## config.mk

```make
export PLATFORM = sky130hd
export DESIGN_NAME = spi_clk_div
export DESIGN_NICKNAME = d
export VERILOG_FILES = /design/src/rtl/spi_div_pkg.sv /design/src/rtl/spi_div_cfg_latch.sv /design/src/rtl/spi_div_half_counter.sv /design/src/rtl/spi_div_phase_gen.sv /design/src/rtl/spi_clk_div.sv
export SDC_FILE = /design/constraint.sdc
export NUM_CORES = 1
export LEC_CHECK = 0
export ABC_AREA = 1
export BUFFER_PORTS_ARGS = -buffer_cell sky130_fd_sc_hd__buf_2
export CAP_MARGIN = 20
export CORE_ASPECT_RATIO = 1.2
export CORE_UTILIZATION = 45
export DETAILED_ROUTE_END_ITERATION = 8
export PLACE_DENSITY = 0.65
export RECOVER_POWER = 25
export SLEW_MARGIN = 30
export SYNTH_ARGS = -nofsm -noshare
export SYNTH_HDL_FRONTEND = slang
export SYNTH_SLANG_ARGS = --single-unit
```

## constraint.sdc

```tcl
create_clock -name clk -period 1.5 [get_ports clk]
set_clock_uncertainty 0.1 [all_clocks]
set_input_delay 0.45 -clock clk [delete_from_list [all_inputs] [get_ports clk]]
set_output_delay 0.45 -clock clk [all_outputs]
set_load 0.01 [all_outputs]
```

## src/rtl/spi_div_pkg.sv

```systemverilog
package spi_div_pkg;
  typedef enum logic {
    LAW_POW2   = 1'b0,
    LAW_LINEAR = 1'b1
  } div_law_e;
endpackage

```

## src/rtl/spi_div_cfg_latch.sv

```systemverilog
module spi_div_cfg_latch
  import spi_div_pkg::*;
#(
  parameter int LIN_W = 8,
  parameter int POW_W = 4,
  parameter int HP_W  = 16
) (
  input  logic                     clk,
  input  logic                     rst_n,
  input  logic                     load,
  input  logic [LIN_W+POW_W:0]     ctl,
  input  logic                     cpol,
  output logic [HP_W-1:0]          lim,
  output logic                     cpol_q
);
  localparam int SEL_BIT = LIN_W + POW_W;

  div_law_e          law;
  logic [LIN_W-1:0]  lin_n;
  logic [POW_W-1:0]  pow_m;
  logic [HP_W-1:0]   lim_next;

  always_comb begin
    law   = div_law_e'(ctl[SEL_BIT]);
    lin_n = ctl[LIN_W-1:0];
    pow_m = ctl[SEL_BIT-1:LIN_W];
    if (law == LAW_LINEAR) lim_next = HP_W'(lin_n);
    else                   lim_next = (HP_W'(1) << pow_m) - HP_W'(1);
  end

  always_ff @(posedge clk or negedge rst_n) begin
    if (!rst_n) begin
      lim    <= '0;
      cpol_q <= 1'b0;
    end else if (load) begin
      lim    <= lim_next;
      cpol_q <= cpol;
    end
  end
endmodule

```

## src/rtl/spi_div_half_counter.sv

```systemverilog
module spi_div_half_counter #(
  parameter int HP_W = 16
) (
  input  logic            clk,
  input  logic            rst_n,
  input  logic            go,
  input  logic [HP_W-1:0] lim,
  output logic            tick
);
  logic [HP_W-1:0] cnt;

  assign tick = go && (cnt == lim);

  always_ff @(posedge clk or negedge rst_n) begin
    if (!rst_n)     cnt <= '0;
    else if (!go)   cnt <= '0;
    else if (tick)  cnt <= '0;
    else            cnt <= cnt + HP_W'(1);
  end
endmodule

```

## src/rtl/spi_div_phase_gen.sv

```systemverilog
module spi_div_phase_gen (
  input  logic clk,
  input  logic rst_n,
  input  logic go,
  input  logic tick,
  output logic phase,
  output logic lead,
  output logic trail
);
  always_ff @(posedge clk or negedge rst_n) begin
    if (!rst_n) begin
      phase <= 1'b0;
      lead  <= 1'b0;
      trail <= 1'b0;
    end else if (!go) begin
      phase <= 1'b0;
      lead  <= 1'b0;
      trail <= 1'b0;
    end else begin
      lead  <= tick && !phase;
      trail <= tick && phase;
      if (tick) phase <= ~phase;
    end
  end
endmodule

```

## src/rtl/spi_clk_div.sv

```systemverilog
module spi_clk_div #(
  parameter int LIN_W = 8,
  parameter int POW_W = 4
) (
  input  logic                   clk,
  input  logic                   rst_n,
  input  logic                   run_i,
  input  logic [LIN_W+POW_W:0]   ctl_i,
  input  logic                   cpol_i,
  output logic                   sclk_o,
  output logic                   lead_o,
  output logic                   trail_o
);
  localparam int POW_SPAN = 1 << POW_W;
  localparam int HP_W     = ((LIN_W + 1) > POW_SPAN) ? (LIN_W + 1) : POW_SPAN;

  logic            active_q;
  logic            load;
  logic            go;
  logic            tick;
  logic            phase;
  logic            cpol_q;
  logic [HP_W-1:0] lim;

  always_ff @(posedge clk or negedge rst_n) begin
    if (!rst_n) active_q <= 1'b0;
    else        active_q <= run_i;
  end

  assign load = run_i && !active_q;
  assign go   = run_i && active_q;

  spi_div_cfg_latch #(.LIN_W(LIN_W), .POW_W(POW_W), .HP_W(HP_W)) u_cfg (
    .clk(clk), .rst_n(rst_n), .load(load), .ctl(ctl_i), .cpol(cpol_i),
    .lim(lim), .cpol_q(cpol_q)
  );

  spi_div_half_counter #(.HP_W(HP_W)) u_cnt (
    .clk(clk), .rst_n(rst_n), .go(go), .lim(lim), .tick(tick)
  );

  spi_div_phase_gen u_phase (
    .clk(clk), .rst_n(rst_n), .go(run_i), .tick(tick),
    .phase(phase), .lead(lead_o), .trail(trail_o)
  );

  assign sclk_o = active_q ? (cpol_q ^ phase) : cpol_i;
endmodule

```

==> reports/metrics.cfg, run 1 <==
[floorplan]
core_area_sq_um=5010
ios=20
die_y_um=81.52
die_w_um=68.27
dieArea_sq_um=5565
initial_utilization_pct=47.33
num_rows=28

[timing]
setup_tns_ns=-0.6715
setup_viol=14
hold_viol=0
period_share_pct=108.1
maxSlewViolCount=0
rsz0062_at_grt=yes
max_freq_ghz=0.6167
worst_pin_slew_ns=0.3823
min_period_ns=1.621
worst_slack_ns=-0.1215
hold-worst-slack_ns=0.2321
maxSlewHeadroom_pct=74.51

[clock_tree]
ctsHtreeMaxLevel=2
cts_sinks=37
cts_max_path_buffers=2
clock_latency_ns=0.29
tritoncts=built
numCtsBuffers=5
cts.clk_slew.worst_paths_ns=0.07
ctsRootBufferMaster=clkbuf_8

[yosys]
syn_avg_cell_area_sq_um=6.813
yosys_most_used_dff=dfrtp_1
synth.top_cell.area_share_pct=39.05
synth_top_area_cell=dfrtp_1
syn_inst=348
synth.most_common_cell=nand2_1
netlist_area_sq_um=2371
synth-edff-count=0
synthTopCellsByCount=110 x nand2_1, 51 x inv_1, 37 x dfrtp_1
syn_nets=367
synth_warnings=0
ys_ff_latch=37
synth_cell_types=32
synth-seq-area-share_pct=39.05
synthTopCellsByArea=dfrtp_1 39%, nand2_1 17%, inv_1 8.1%
async_flop_share_pct=100.0

[global_routing]
overflow=0
grt_max_degree=25
grt_pass1_wl_um=11000
first_global_vias=2421
antenna_found_initial=0
track_usage_pct=26.98

[critical_path]
critPathArrivalTime_ns=1.07
startpoint_type=flip-flop
regToRegSetupSlack_ns=-0.07
crit_fanout=2
end_kind=output pin
cp.required_ns=0.95
crit_type=reg2out

[finish]
antennaDiodeCount=0
drive_gt1_share_pct=42.24
final_cells=498
fin_util_pct=69.31
fin_area_sq_um=3472
area_growth_pct=46.44
fin_nets=457

[power_and_ir_drop]
vdd_drop_max_uv=451.1
p_total_mw=2.400
power_density_nw_per_um2=691.3
leakagePower_nw=1.842

[flow_run]
maxCapViolations=0

[placement]
numPortBuffers=19
post-place-ws_ns=-0.2672
placed_cells=468
routabilityCongestion=0.9261
dpl.hpwl_um=5048
dpl_cell_area_sq_um=2938

[outcome]
violations=setup timing
outcome=finished, violations left

[route]
drt_iter0_drc=163
drt-total-wl_um=6944
vias=2583
drt_pass1_iterations=4
avgViaCountPerCell=5.187
drc=0
drt.antenna.violating_nets=0
detail_route.wl_per_cell_um=13.94

[hold_path]
hold_class=in2reg

-- layout make-up --
class                   count  area (sq um)
clock buffers               7         86.33
well taps                  60         75.07
inverters                  66         267.8
repair buffers             87         673.1
multi-input cells         241          1435
fillers                   411          1538
flip-flops and latches     37         934.6
-- worst paths after layout --
kind,start,endpoint,cells past startpoint
worst min-delay path,run_i,active_q,1
worst max-delay path,u_phase.phase,sclk_o,3
max in group asynchronous,rst_n,u_cnt.cnt[1],3
min in group asynchronous,rst_n,u_cnt.cnt[12],2
worst min register to register,u_cfg.cpol_q,u_cfg.cpol_q,2
worst max register to register,u_cnt.cnt[8],u_cnt.cnt[10],10
-- where the power goes --
group	switching [mW]	total (mW)	internal, mW	leakage, nW
clock network	0.342	0.706	0.364	0.0443
logic	0.335	0.601	0.266	1.32
registers	0.0397	1.09	1.05	0.476
total	0.716	2.40	1.68	1.84
-- per-layer routing --
metal	global-route usage [%]	wire, um	up-vias
li1	-	-	1288
met1	31.57	2741	1195
met2	46.37	3691	75
met3	3.889	223	25
met4	14.79	286	0
met5	0	0	-
-- critical path, stage by stage (launching register included) --
cell     delay, ns
dfrtp_1       0.40
xnor2_1       0.13
o21ai_1       0.11
buf_2         0.14
-- layout by cell type (no fill, tap or decap), types with 2 or more instances in the layout --
master     n
a21oi_1    5
a22oi_1    2
buf_12     3
buf_2     16
buf_4     58
buf_6      7
clkbuf_1   2
clkbuf_8   6
dfrtp_1   30
dfrtp_2    7
ha_4       2
inv_1     43
inv_2     19
nand2_1   82
nand2_2   25
nand2_4    6
nand2_8    2
nand3_1   14
nand3_2    7
nand3b_1   2
nand4_1   19
nand4_4    2
nor2_1    16
nor2_2    11
nor2_4     7
nor3_1    10
o21ai_0    9
o21ai_1    3
o22ai_1    5
xnor2_1    2
xor2_1     4
-- kinds of logic (layout without fill, tap and decap cells) --
family,count (synthesis),after routing,share of synthesized area (%)
and+or+nand+nor,205,206,39.58
buffers and inverters,71,160,11.61
DFF,37,37,39.05
AOI/OAI and AO/OA,27,27,6.491
xor gates and xnor gates,6,6,2.216
adders and majority gates,2,2,1.055
-- state kept, by name (all words and copies together), names as in the netlist --
signal	cells
active_q	1
u_cfg.cpol_q	1
u_cfg.lim	16
u_cnt.cnt	16
u_phase.lead	1
u_phase.phase	1
u_phase.trail	1
-- repair_timing --
action,in CTS,in global routing
gates cloned,1,0
gates resized for setup,10,69
setup buffers,8,13
endpoints found under the setup margin,14,23
hold endpoints to repair,13,0
pin swaps,10,35
hold buffers,1,0
(Power assumes the default switching activity.)
==> run 2: changes to the inputs <==
- CORE_UTILIZATION: 45 -> 35
- PLACE_DENSITY: 0.65 -> unset
==> run 2 against run 1 <==
Net effect:
- the flow still finishes with violations (setup timing)
- largest cell class unchanged
- first-iteration DRC count decreased by 14%
- die area is 28% higher
- clock power grew 2%
==> reports/metrics.cfg, run 2 (synthesis results as in run 1) <==
[route]
drt_iter0_drc=140
drt.antenna.violating_nets=0
vias=2526
drc=0
drt-total-wl_um=6873
avgViaCountPerCell=4.848
drt_pass1_iterations=4
detail_route.wl_per_cell_um=13.19

[clock_tree]
cts_max_path_buffers=2
tritoncts=built
cts_sinks=37
cts.clk_slew.worst_paths_ns=0.07
holdBufCountCts=0
ctsRootBufferMaster=clkbuf_8
numCtsBuffers=5
clock_latency_ns=0.30
ctsHtreeMaxLevel=2

[outcome]
violations=setup timing
outcome=finished, violations left

[critical_path]
crit_type=reg2out
end_kind=output pin
crit_slowest_cell=dfrtp_1
cp.required_ns=0.95
cp_cell_sequence=xnor2_1 -> o21ai_1 -> buf_2
critPathBufInv=1
critPathArrivalTime_ns=1.09
cp_top_family=flip-flops
startpoint_type=flip-flop
cpPeakStageDelay_ns=0.42
crit_fanout=2

[timing]
rsz0062_at_grt=yes
worst_slack_ns=-0.1431
setup_viol=18
hold-worst-slack_ns=0.2413
maxSlewViolCount=0
max_freq_ghz=0.6086
hold_viol=0
min_period_ns=1.643
maxSlewHeadroom_pct=38.99
worst_pin_slew_ns=0.9151
period_share_pct=109.5

[floorplan]
core_area_sq_um=6486
initial_utilization_pct=36.55
num_rows=32
ios=20
die_w_um=77.14
die_y_um=92.16
dieArea_sq_um=7109

[finish]
area_growth_pct=43.54
fin_util_pct=52.47
top_regs=u_cfg.lim x16, u_cnt.cnt x16
fin_nets=455
layout_commonest_cell=nand2_1
final_cells=521
drive_gt1_share_pct=38.53
antennaDiodeCount=0
layout.cells.most_common_list=98 x nand2_1, 61 x buf_4, 41 x inv_1, 33 x dfrtp_1, 22 x nor2_1

[global_routing]
track_usage_pct=20.24
antenna_found_initial=0
grt_max_degree=38
grt_pass1_wl_um=11020
overflow=0
first_global_vias=2427

[placement]
placed_cells=496
dpl.hpwl_um=5040
numPortBuffers=19
routabilityCongestion=0.9354

[power_and_ir_drop]
leakagePower_nw=1.764
p_total_mw=2.369
vdd_drop_max_uv=411.4
power_density_nw_per_um2=696.2

[flow_run]
maxCapViolations=0

[hold_path]
hold_class=in2reg

## run 2: layout make-up
| cell class | instances | area, sq um |
|---|---|---|
| clock buffers | 7 | 86.33 |
| fillers | 645 | 3083 |
| multi-input cells | 241 | 1394 |
| flip-flops and latches | 37 | 930.9 |
| well taps | 85 | 106.4 |
| repair buffers | 85 | 618.1 |
| inverters | 66 | 267.8 |
## run 2: routing by layer
metal | routed length, um | global-route usage, %
met1 | 2809 | 22.04
met5 | 0 | 0
met3 | 244 | 4.080
met2 | 3573 | 36.95
met4 | 246 | 9.748
## run 2: what timing repair did
item | in CTS | in global routing
gates resized for setup | 10 | 45
pin swaps | 6 | 18
gates cloned | 1 | 0
setup endpoints to repair | 17 | 24
buffers inserted | 10 | 7
## run 2: path summary, 6_finish.rpt
check / slack, ns / cells past startpoint / from / to
hold / removal: 0.24 / 1 / run_i / active_q
hold reg to reg: 0.41 / 2 / u_cfg.cpol_q / u_cfg.cpol_q
setup reg to reg: -0.05 / 10 / u_cnt.cnt[8] / u_cnt.cnt[9]
setup / recovery: -0.14 / 3 / u_phase.phase / sclk_o
max in group asynchronous: 0.42 / 2 / rst_n / u_cnt.cnt[2]
min in group asynchronous: 0.25 / 2 / rst_n / u_phase.lead
## run 2: per-stage QoR
step / cell area (sq um) / setup WS [ns] / TNS, ns
floorplan: 2437 / -0.008347 / -0.008347
global placement: 2992 / -0.2289 / -1.350
detailed placement: 2992 / -0.2590 / -1.562
CTS: 3211 / -0.1205 / -0.1209
global route: 3403 / -0.2050 / -1.921
finish: 3403 / -0.1431 / -0.6793
## run 2: worst reg2reg max path, stage by stage, from the launching register on
cell,delay [ns]
dfrtp_1,0.44
inv_1,0.09
nand2_1,0.07
nand2_1,0.08
nor2_1,0.09
nand2_1,0.09
nor2_4,0.13
buf_6,0.14
nand2_8,0.07
nand3b_1,0.09
inv_1,0.04
## run 2: report_power, final
part	leakage, nW	switching (mW)	total, mW	internal, mW
Clock	0.0443	0.356	0.721	0.365
Sequential	0.481	0.0365	1.09	1.05
Combinational	1.24	0.313	0.559	0.246
Total	1.76	0.706	2.37	1.66
